==> config.mk <==
export PLATFORM = sky130hd
export DESIGN_NAME = hold_offset_engine
export DESIGN_NICKNAME = d
export VERILOG_FILES = /design/src/rtl/hoe_pkg.sv /design/src/rtl/hoe_iir_avg.sv /design/src/rtl/hoe_snapshot.sv /design/src/rtl/hoe_src_mux.sv /design/src/rtl/hold_offset_engine.sv
export SDC_FILE = /design/constraint.sdc
export NUM_CORES = 1
export LEC_CHECK = 0
export CELL_PAD_IN_SITES_DETAIL_PLACEMENT = 0
export CELL_PAD_IN_SITES_GLOBAL_PLACEMENT = 2
export CORE_ASPECT_RATIO = 1.2
export CORE_MARGIN = 10
export CORE_UTILIZATION = 41
export DETAILED_ROUTE_END_ITERATION = 10
export DONT_BUFFER_PORTS = 1
export PLACE_DENSITY = 0.95
export REMOVE_ABC_BUFFERS = 1
export SLEW_MARGIN = 10
export SYNTH_ARGS = -nofsm -noshare
export SYNTH_HDL_FRONTEND = slang
export SYNTH_SLANG_ARGS = --single-unit
==> constraint.sdc <==
create_clock -name clk -period 14.1 [get_ports clk]
set_input_delay 0.705 -clock clk [delete_from_list [all_inputs] [get_ports clk]]
set_output_delay 0.705 -clock clk [all_outputs]
set_load 0.05 [all_outputs]
==> src/rtl/hoe_pkg.sv <==
// Package: shared source encoding and decode for the holdover offset engine.
// Assumes callers pass the three configuration bits exactly as received.
package hoe_pkg;

    typedef enum logic [1:0] {
        SRC_SNAP = 2'd0,
        SRC_SLOW = 2'd1,
        SRC_FAST = 2'd2,
        SRC_MAN  = 2'd3
    } hoe_src_e;

    // Decode configuration bits into a holdover source; manual has priority.
    function automatic hoe_src_e decode_src(input logic manual,
                                            input logic auto_avg,
                                            input logic fast_avg);
        if (manual)         return SRC_MAN;
        else if (!auto_avg) return SRC_SNAP;
        else if (fast_avg)  return SRC_FAST;
        else                return SRC_SLOW;
    endfunction

endpackage

==> src/rtl/hoe_iir_avg.sv <==
// Module: first-order leaky-integrator average of a signed word.
// Keeps an accumulator scaled by 2^GUARD and adds (x - avg) >> SHIFT on each
// enabled tick. The first enabled tick after reset preloads the sample.
// Assumes SHIFT < WIDTH + GUARD and an input that is stable at the tick edge.
module hoe_iir_avg #(
    parameter int WIDTH = 24,
    parameter int GUARD = 16,
    parameter int SHIFT = 3
) (
    input  logic                    clk,
    input  logic                    rst_n,
    input  logic                    upd_en,
    input  logic signed [WIDTH-1:0] sample_in,
    output logic signed [WIDTH-1:0] avg_out
);
    localparam int AW = WIDTH + GUARD;

    logic signed [AW-1:0] acc_q;
    logic                 primed_q;
    logic signed [AW:0]   scaled_x;
    logic signed [AW:0]   diff;
    logic signed [AW:0]   step;
    logic signed [AW:0]   sum;

    // Form the scaled sample, the error term and the next accumulator value.
    always_comb begin
        scaled_x = {sample_in[WIDTH-1], sample_in, {GUARD{1'b0}}};
        diff     = scaled_x - {acc_q[AW-1], acc_q};
        step     = diff >>> SHIFT;
        sum      = {acc_q[AW-1], acc_q} + step;
    end

    // Accumulator register: preload on first tick, leaky update afterwards.
    always_ff @(posedge clk) begin
        if (!rst_n) begin
            acc_q    <= '0;
            primed_q <= 1'b0;
        end else if (upd_en) begin
            primed_q <= 1'b1;
            if (!primed_q) acc_q <= scaled_x[AW-1:0];
            else           acc_q <= sum[AW-1:0];
        end
    end

    assign avg_out = acc_q[AW-1:GUARD];

    AST_FROZEN_NO_TICK: assert property (@(posedge clk) disable iff (!rst_n)
        !upd_en |=> $stable(acc_q));
    AST_PRELOAD_SAMPLE: assert property (@(posedge clk) disable iff (!rst_n)
        $rose(primed_q) |-> avg_out == $past(sample_in));
    AST_NO_OVERFLOW: assert property (@(posedge clk) disable iff (!rst_n)
        upd_en && primed_q |-> sum[AW] == sum[AW-1]);

endmodule

==> src/rtl/hoe_snapshot.sv <==
// Module: captures the live word on entry into holdover.
// Entry is the first cycle where the holdover flag is 1 after being 0.
// The captured value is held until the next entry.
// Assumes the holdover flag is synchronous to clk.
module hoe_snapshot #(
    parameter int WIDTH = 24
) (
    input  logic                    clk,
    input  logic                    rst_n,
    input  logic                    holdover,
    input  logic signed [WIDTH-1:0] live_in,
    output logic signed [WIDTH-1:0] snap_out
);
    logic                    hold_prev_q;
    logic signed [WIDTH-1:0] snap_q;
    logic                    entry;

    // Holdover entry detect.
    assign entry = holdover && !hold_prev_q;

    // Remember last holdover state and capture the word on entry.
    always_ff @(posedge clk) begin
        if (!rst_n) begin
            hold_prev_q <= 1'b0;
            snap_q      <= '0;
        end else begin
            hold_prev_q <= holdover;
            if (entry) snap_q <= live_in;
        end
    end

    assign snap_out = snap_q;

    AST_SNAP_HELD: assert property (@(posedge clk) disable iff (!rst_n)
        !entry |=> $stable(snap_q));
    AST_SNAP_CAPTURE: assert property (@(posedge clk) disable iff (!rst_n)
        entry |=> snap_q == $past(live_in));

endmodule

==> src/rtl/hoe_src_mux.sv <==
// Module: routes the holdover source and the read-back word.
// Purely combinational; all inputs come from registers or top-level ports.
module hoe_src_mux
    import hoe_pkg::*;
#(
    parameter int WIDTH = 24
) (
    input  logic             cfg_manual,
    input  logic             cfg_auto_avg,
    input  logic             cfg_fast_avg,
    input  logic             rd_avg_sel,
    input  logic [WIDTH-1:0] man_val,
    input  logic [WIDTH-1:0] snap_val,
    input  logic [WIDTH-1:0] slow_val,
    input  logic [WIDTH-1:0] fast_val,
    output logic [WIDTH-1:0] offset_out,
    output logic [WIDTH-1:0] rd_out
);
    hoe_src_e src;

    // Decode the configuration into a source selector.
    assign src = decode_src(cfg_manual, cfg_auto_avg, cfg_fast_avg);

    // Holdover offset multiplexer.
    always_comb begin
        unique case (src)
            SRC_MAN:  offset_out = man_val;
            SRC_SNAP: offset_out = snap_val;
            SRC_FAST: offset_out = fast_val;
            default:  offset_out = slow_val;
        endcase
    end

    // Read-back multiplexer: written value or the rate-selected average.
    always_comb begin
        if (!rd_avg_sel)      rd_out = man_val;
        else if (cfg_fast_avg) rd_out = fast_val;
        else                   rd_out = slow_val;
    end

endmodule

==> src/rtl/hold_offset_engine.sv <==
// Module: holdover frequency offset engine, top level.
// Holds the manual offset register and two IIR averages (slow, fast), which
// run only while locked, plus a snapshot taken on holdover entry. It selects
// the holdover offset and the read-back word from these.
// Assumes all inputs are synchronous to clk and reset is active-low, synchronous.
module hold_offset_engine #(
    parameter int WIDTH  = 24,
    parameter int GUARD  = 16,
    parameter int K_SLOW = 7,
    parameter int K_FAST = 3
) (
    input  logic                    clk,
    input  logic                    rst_n,
    input  logic                    sample_tick,
    input  logic                    in_holdover,
    input  logic signed [WIDTH-1:0] live_freq,
    input  logic                    cfg_manual,
    input  logic                    cfg_auto_avg,
    input  logic                    cfg_fast_avg,
    input  logic                    man_wr_en,
    input  logic        [WIDTH-1:0] man_wr_data,
    input  logic                    rd_avg_sel,
    output logic        [WIDTH-1:0] holdover_offset,
    output logic        [WIDTH-1:0] rd_value,
    output logic        [WIDTH-1:0] live_freq_status
);
    localparam int NFILT = 2;

    logic              [WIDTH-1:0] man_q;
    logic signed       [WIDTH-1:0] snap;
    logic signed       [WIDTH-1:0] avg [NFILT];
    logic                          avg_en;

    // Manual offset register written by software.
    always_ff @(posedge clk) begin
        if (!rst_n)         man_q <= '0;
        else if (man_wr_en) man_q <= man_wr_data;
    end

    // Averages advance only on ticks while locked.
    assign avg_en = sample_tick && !in_holdover;

    // Filter 0 is slow, filter 1 is fast.
    for (genvar i = 0; i < NFILT; i++) begin : g_filt
        localparam int KSEL = (i == 0) ? K_SLOW : K_FAST;
        hoe_iir_avg #(.WIDTH(WIDTH), .GUARD(GUARD), .SHIFT(KSEL)) u_avg (
            .clk       (clk),
            .rst_n     (rst_n),
            .upd_en    (avg_en),
            .sample_in (live_freq),
            .avg_out   (avg[i])
        );
    end

    hoe_snapshot #(.WIDTH(WIDTH)) u_snap (
        .clk      (clk),
        .rst_n    (rst_n),
        .holdover (in_holdover),
        .live_in  (live_freq),
        .snap_out (snap)
    );

    hoe_src_mux #(.WIDTH(WIDTH)) u_mux (
        .cfg_manual   (cfg_manual),
        .cfg_auto_avg (cfg_auto_avg),
        .cfg_fast_avg (cfg_fast_avg),
        .rd_avg_sel   (rd_avg_sel),
        .man_val      (man_q),
        .snap_val     (snap),
        .slow_val     (avg[0]),
        .fast_val     (avg[1]),
        .offset_out   (holdover_offset),
        .rd_out       (rd_value)
    );

    assign live_freq_status = live_freq;

    AST_MAN_WRITE: assert property (@(posedge clk) disable iff (!rst_n)
        man_wr_en |=> man_q == $past(man_wr_data));
    AST_MAN_PRIORITY: assert property (@(posedge clk) disable iff (!rst_n)
        cfg_manual && !rd_avg_sel |-> holdover_offset == rd_value);
    AST_AVG_READ_MATCH: assert property (@(posedge clk) disable iff (!rst_n)
        !cfg_manual && cfg_auto_avg && rd_avg_sel |-> holdover_offset == rd_value);
    AST_AVG_HOLD_FROZEN: assert property (@(posedge clk) disable iff (!rst_n)
        in_holdover |=> $stable(avg[0]) && $stable(avg[1]));

endmodule

Yosys cells after proc, flatten, opt, wreduce, memory -nomap -nowiden
Cells that the tools add are included.

Bits in registers: 130. Logic and storage cells: 25.

Add/subtract/negate cells: 4. Equal/unequal tests: 2. Mux-type cells: 8. Reductions and logical operators: 5.

Operators with widths (count): 40-bit by 40-bit subtractor with 41-bit output (2); 40-bit two-way mux (2); 24-bit one-hot mux with 3 select lines (1); 24-bit two-way mux (2); 40-bit by 34-bit adder with 40-bit output (1); 40-bit by 38-bit adder with 40-bit output (1); 2-bit two-way mux (3); 2-bit equality test, second input constant (2); 1-bit logical AND (2); 1-bit zero test (2); 2-bit zero test (1).

Longest topological paths before layout
Word-level depth: 5. Mapped depth: 25. Depth with buffers taken out: 25.

Modules after synthesis
From an unflattened synthesis, not the netlist that was laid out.

Cells, all modules: 1788. Area total of the unflattened synthesis: 13870.8 um^2.

Modules (own cells, without submodules): hoe_iir_avg (g_filt[1].u_avg) (instances 1, cells an instance 710, area an instance 5322.6 um^2, sequential area each 820.8 um^2); hoe_iir_avg (g_filt[0].u_avg) (instances 1, cells an instance 701, area an instance 5287.6 um^2, sequential area each 820.8 um^2); hoe_src_mux (instances 1, cells an instance 168, area an instance 1123.6 um^2, sequential area each 0.0 um^2); hold_offset_engine (instances 1, cells an instance 102, area an instance 1116.1 um^2, sequential area each 480.5 um^2); hoe_snapshot (instances 1, cells an instance 107, area an instance 1021.0 um^2, sequential area each 500.5 um^2).

Worst setup path before layout
Ideal clock, no wire load.

Path type: input port to flip-flop. Start: input live_freq[2]. End: register g_filt[1].u_avg.acc_q[36]. Data arrival time: 5.006 ns. Data required time: 13.974 ns. Setup slack: 8.967 ns. Stages on the path: 22. Cells stage by stage: ha_1 a21o_1 a21o_2 a22o_2 or3_2 and2_1 o21a_1 nor2_1 nor2b_1 o21a_1 nor2_1 ha_1 and3_1 a311oi_1 nand2_1 a31oi_1 nand2b_1 o41ai_1 o41ai_1 o21ai_0 xnor2_1 o21ai_0.

Cells in the longest elaborated chain, start to end: 3.

Ends and longest elaborated chain: start: declaration (line hold_offset_engine.sv:16) `input logic signed [WIDTH-1:0] live_freq,`; 40-bit by 40-bit subtractor with 41-bit output (line hoe_iir_avg.sv:28) `diff = scaled_x - {acc_q[AW-1], acc_q};`; 40-bit by 38-bit adder with 40-bit output (line hoe_iir_avg.sv:30) `sum = {acc_q[AW-1], acc_q} + step;`; 40-bit two-way mux (line hoe_iir_avg.sv:40) `if (!primed_q) acc_q <= scaled_x[AW-1:0];`; end signal: assignment (line hoe_iir_avg.sv:40); end signal: assignment (line hoe_iir_avg.sv:41) `else acc_q <= sum[AW-1:0];`; end: declaration (line hoe_iir_avg.sv:18) `logic signed [AW-1:0] acc_q;`.

No other way between the ends. A chain may end at the register's enable or synchronous reset.

Worst setup path in the final report
Start: register g_filt[0].u_avg.acc_q[3]. End: register g_filt[0].u_avg.acc_q[39].

Cells in the longest elaborated chain, start to end: 3.

Ends and longest elaborated chain (line): start: declaration (hoe_iir_avg.sv:18); start signal: assignment (hoe_iir_avg.sv:40); start signal: assignment (hoe_iir_avg.sv:41); 40-bit by 40-bit subtractor with 41-bit output (hoe_iir_avg.sv:28); 40-bit by 34-bit adder with 40-bit output (*) (hoe_iir_avg.sv:30); 40-bit two-way mux (*) (hoe_iir_avg.sv:40).

Every way passes the cells marked *; elsewhere a longest branch is shown, timed or not.

==> qor.json <==
{
  "startpoint": "g_filt[0].u_avg.acc_q[3]",
  "postCtsSetupBuffers": 0,
  "cts.root.buffer_cell": "sky130_fd_sc_hd__clkbuf_16",
  "worstSetupStartpointType": "register",
  "layout_worst_path_cycle_share_pct": 42.0,
  "grt_first_pass_wirelength_mm": 65.3,
  "antenna_found_initial": 0,
  "post_synth_instance_area_um2": 12500,
  "placement_rows": 69,
  "async_flop_share_pct": 0,
  "initial_cell_density_of_the_core_pct": 41.8,
  "route.final.wire_length_mm": 41.8,
  "cts.path.max_buffers": 2,
  "cts_buffers": 17,
  "max-slew-margin-rel_pct": 19.8,
  "yosysWarningCount": 0,
  "power_switching_share_pct": 40.7,
  "drcViolationCount": 0,
  "number_of_flops_mapped_to_enable_cells_by_yosys": 0,
  "seqPwrFrac_pct": 27.8,
  "data_required_critical_path_ns": 14.43,
  "critical_path.endpoint": "g_filt[0].u_avg.acc_q[39]",
  "ant_nets": 0,
  "detail_route.wl_per_cell_um": 20.8,
  "fill_cells": 3092,
  "layout-drive-gt1-share_pct": 5.37,
  "final_net_count": 1799,
  "htree_levels": 4,
  "crit_end_category": "register",
  "critical_path_class": "register to register",
  "layout_commonest_cell": "sky130_fd_sc_hd__a21oi_1",
  "power_density_nw_per_um2": 111,
  "wire_length_on_met1_mm": 16.6,
  "io_pins": 129,
  "seq_area_um2": 2600,
  "max_cap_violations": 0,
  "internal_power_mw": 0.871,
  "cts-hold-fix-buffers": 0,
  "peak_ir_drop_on_the_vdd_network_uv": 88.3,
  "synth-seq-cells": 130,
  "via_to_cell_ratio": 5.95,
  "worstSkewPairLatency_ns": 0.44,
  "drt_pre_antenna_iters": 5,
  "rsz0062_at_grt": "false",
  "hold_start": "in_holdover",
  "synth_area_per_cell_um2": 7.48,
  "clock_power_share_pct": 29.5,
  "reg2reg_depth": 21,
  "synthFlopType": "sky130_fd_sc_hd__dfxtp_1",
  "routed-wl-met3_mm": 2.42,
  "reg2reg_setup_slack_ns": 8.18,
  "grt_overflow": 0,
  "antenna_cells": 0,
  "grt_max_degree": 73,
  "globalplace.congestion": 0.918,
  "layout_common_cells": "sky130_fd_sc_hd__a21oi_1, sky130_fd_sc_hd__nor2_1, sky130_fd_sc_hd__nand2_1",
  "final.setup.tns_ns": 0,
  "crit_path_dat_ns": 6.25,
  "routed.top_layer": "met4",
  "syn_inst": 1670,
  "finalHoldViolations": 0,
  "setup_violations": 0,
  "critical_path.max_fanout": 6,
  "place_hpwl_mm": 30.8,
  "cell_area_placed_um2": 12700,
  "run_status": "completed",
  "tightest_slew_ns": 1.20,
  "slew_limit_fails": 0,
  "netSwitchingPower_mw": 0.598,
  "max_clock_freq_mhz": 169,
  "worst_clock_skew_ns": 0.00628,
  "clock_transition_at_the_registers_of_the_reported_paths_ns": 0.06,
  "pwr-share-comb_pct": 42.7,
  "drt_first_iter_violations": 814,
  "timing.rr.end": "g_filt[0].u_avg.acc_q[39]",
  "clock_sink_count": 130,
  "post_cts.resized_instances": 0,
  "layout-area-overhead-vs-synth_pct": 5.69,
  "fp.coreArea_um2": 29900,
  "final_period_minus_worst_setup_slack_ns": 5.92,
  "synth_seq_area_share_pct": 20.8,
  "cts_tree": "done",
  "final_non_filler_cell_area_um2": 13200,
  "die_area_um2": 37900,
  "grtUsageTotal_pct": 21.8,
  "die_x_um": 179,
  "port_buffers": 0,
  "yosysUniqueCellTypes": 70,
  "hold_path.class": "primary input to register",
  "via_total_after_detailed_routing": 12000,
  "routed_wire_length_on_met2_mm": 21.1,
  "p_leak_nw": 5.60,
  "r2r_start": "g_filt[0].u_avg.acc_q[3]",
  "die_h_um": 211,
  "area_taken_by_multi_input_logic_gates_um2": 9070,
  "vias_in_the_first_global_route": 11700
}
## stage by stage
step | util [%] | power [mW] | hold WS (ns) | setup WS (ns) | cells
detailed placement | 42.4 | 1.04 | 0.447 | 8.37 | 1979
CTS | 44.2 | 1.47 | 0.373 | 8.32 | 2011
global placement | 42.4 | 1.03 | 0.442 | 8.46 | 1979
finish | 44.2 | 1.47 | 0.385 | 8.18 | 2011
global route | 44.2 | 1.55 | 0.384 | 7.75 | 2011
floorplan | - | 0.887 | 0.437 | 8.91 | 1562
## power by group through the flow
stage                     clock (mW)  sequential [mW]  combinational, mW
final                          0.433            0.408              0.628
after global routing           0.455            0.411              0.689
after CTS                      0.440            0.408              0.625
after detailed placement           0            0.416              0.620
after global placement             0            0.416              0.619
after floorplan                    0            0.410              0.477
## final cells by class
class | instances | share of cell area, %
clock inverter | 11 | 0.663
inverter | 78 | 2.23
multi-input combinational | 1354 | 68.7
timing repair buffer | 27 | 1.53
sequential | 130 | 19.7
tap | 390 | 3.69
clock buffer | 21 | 3.49
## routing by layer
metal	vias up	GRT usage, %
met3	96	3.83
met2	338	38.9
met4	0	9.74
li1	5892	-
met5	-	0
met1	5640	24.5
## flip-flops by register name, summed over array words and instances (netlist names)
register,flops
u_snap.hold_prev_q,1
g_filt.u_avg.primed_q,1
u_snap.snap_out,24
g_filt.u_avg.acc_q,80
man_q,24
## worst max-delay path, stage by stage (launching register included)
cell and delay [ns]:
sky130_fd_sc_hd__dfxtp_1 0.33, sky130_fd_sc_hd__nor4_1 0.50, sky130_fd_sc_hd__nand3b_1 0.28, sky130_fd_sc_hd__or3_1 0.40, sky130_fd_sc_hd__or2_2 0.32, sky130_fd_sc_hd__nor3_1 0.25
sky130_fd_sc_hd__nand2b_1 0.16, sky130_fd_sc_hd__nor3_1 0.32, sky130_fd_sc_hd__a21oi_1 0.14, sky130_fd_sc_hd__xnor2_1 0.14, sky130_fd_sc_hd__ha_1 0.38, sky130_fd_sc_hd__a21oi_1 0.09
sky130_fd_sc_hd__o21ai_0 0.26, sky130_fd_sc_hd__nor2_1 0.11, sky130_fd_sc_hd__a211oi_1 0.44, sky130_fd_sc_hd__nor2_1 0.24, sky130_fd_sc_hd__o31ai_1 0.59, sky130_fd_sc_hd__a21oi_1 0.20
sky130_fd_sc_hd__o21ai_0 0.24, sky130_fd_sc_hd__xnor2_1 0.17, sky130_fd_sc_hd__a31oi_1 0.11, sky130_fd_sc_hd__o31a_1 0.14
## cell families after synthesis
family | Yosys count | share of synthesized area, %
simple gates | 502 | 18.4
mux | 53 | 4.24
buf+inv | 186 | 6.77
compound gates | 551 | 28.3
fa+ha+maj | 134 | 13.5
flops | 130 | 20.8
xor+xnor | 114 | 7.99
## Yosys cell counts (17+ instances only)
cell | number | area share (%)
sky130_fd_sc_hd__o21ai_0 | 77 | 3.1
sky130_fd_sc_hd__mux2i_1 | 53 | 4.2
sky130_fd_sc_hd__nor3_1 | 25 | 1.0
sky130_fd_sc_hd__nor2_1 | 183 | 5.5
sky130_fd_sc_hd__o21a_1 | 29 | 1.7
sky130_fd_sc_hd__inv_1 | 78 | 2.3
sky130_fd_sc_hd__a22oi_1 | 23 | 1.4
sky130_fd_sc_hd__nand2b_1 | 20 | 1.0
sky130_fd_sc_hd__ha_1 | 132 | 13
sky130_fd_sc_hd__buf_4 | 24 | 1.4
sky130_fd_sc_hd__a21oi_1 | 206 | 8.2
sky130_fd_sc_hd__nand3_1 | 34 | 1.4
sky130_fd_sc_hd__a31oi_1 | 55 | 2.8
sky130_fd_sc_hd__nand2_1 | 149 | 4.5
sky130_fd_sc_hd__dfxtp_1 | 130 | 21
sky130_fd_sc_hd__a21o_1 | 44 | 2.6
sky130_fd_sc_hd__xor2_1 | 38 | 2.7
sky130_fd_sc_hd__nor2b_1 | 17 | 0.85
sky130_fd_sc_hd__xnor2_1 | 76 | 5.3
sky130_fd_sc_hd__a311oi_1 | 27 | 1.9
sky130_fd_sc_hd__clkbuf_1 | 69 | 2.1
## worst min-delay path by stage
stage	endpoint	slack [ns]	depth (start not counted)
2_1_floorplan	u_snap.snap_out[0]	0.44	2
3_3_place_gp	u_snap.snap_out[8]	0.44	2
3_5_place_dp	u_snap.snap_out[10]	0.45	2
4_1_cts	u_snap.hold_prev_q	0.37	1
5_1_grt	u_snap.snap_out[5]	0.38	2
6_report	u_snap.hold_prev_q	0.38	1
(Power assumes the default switching activity.)
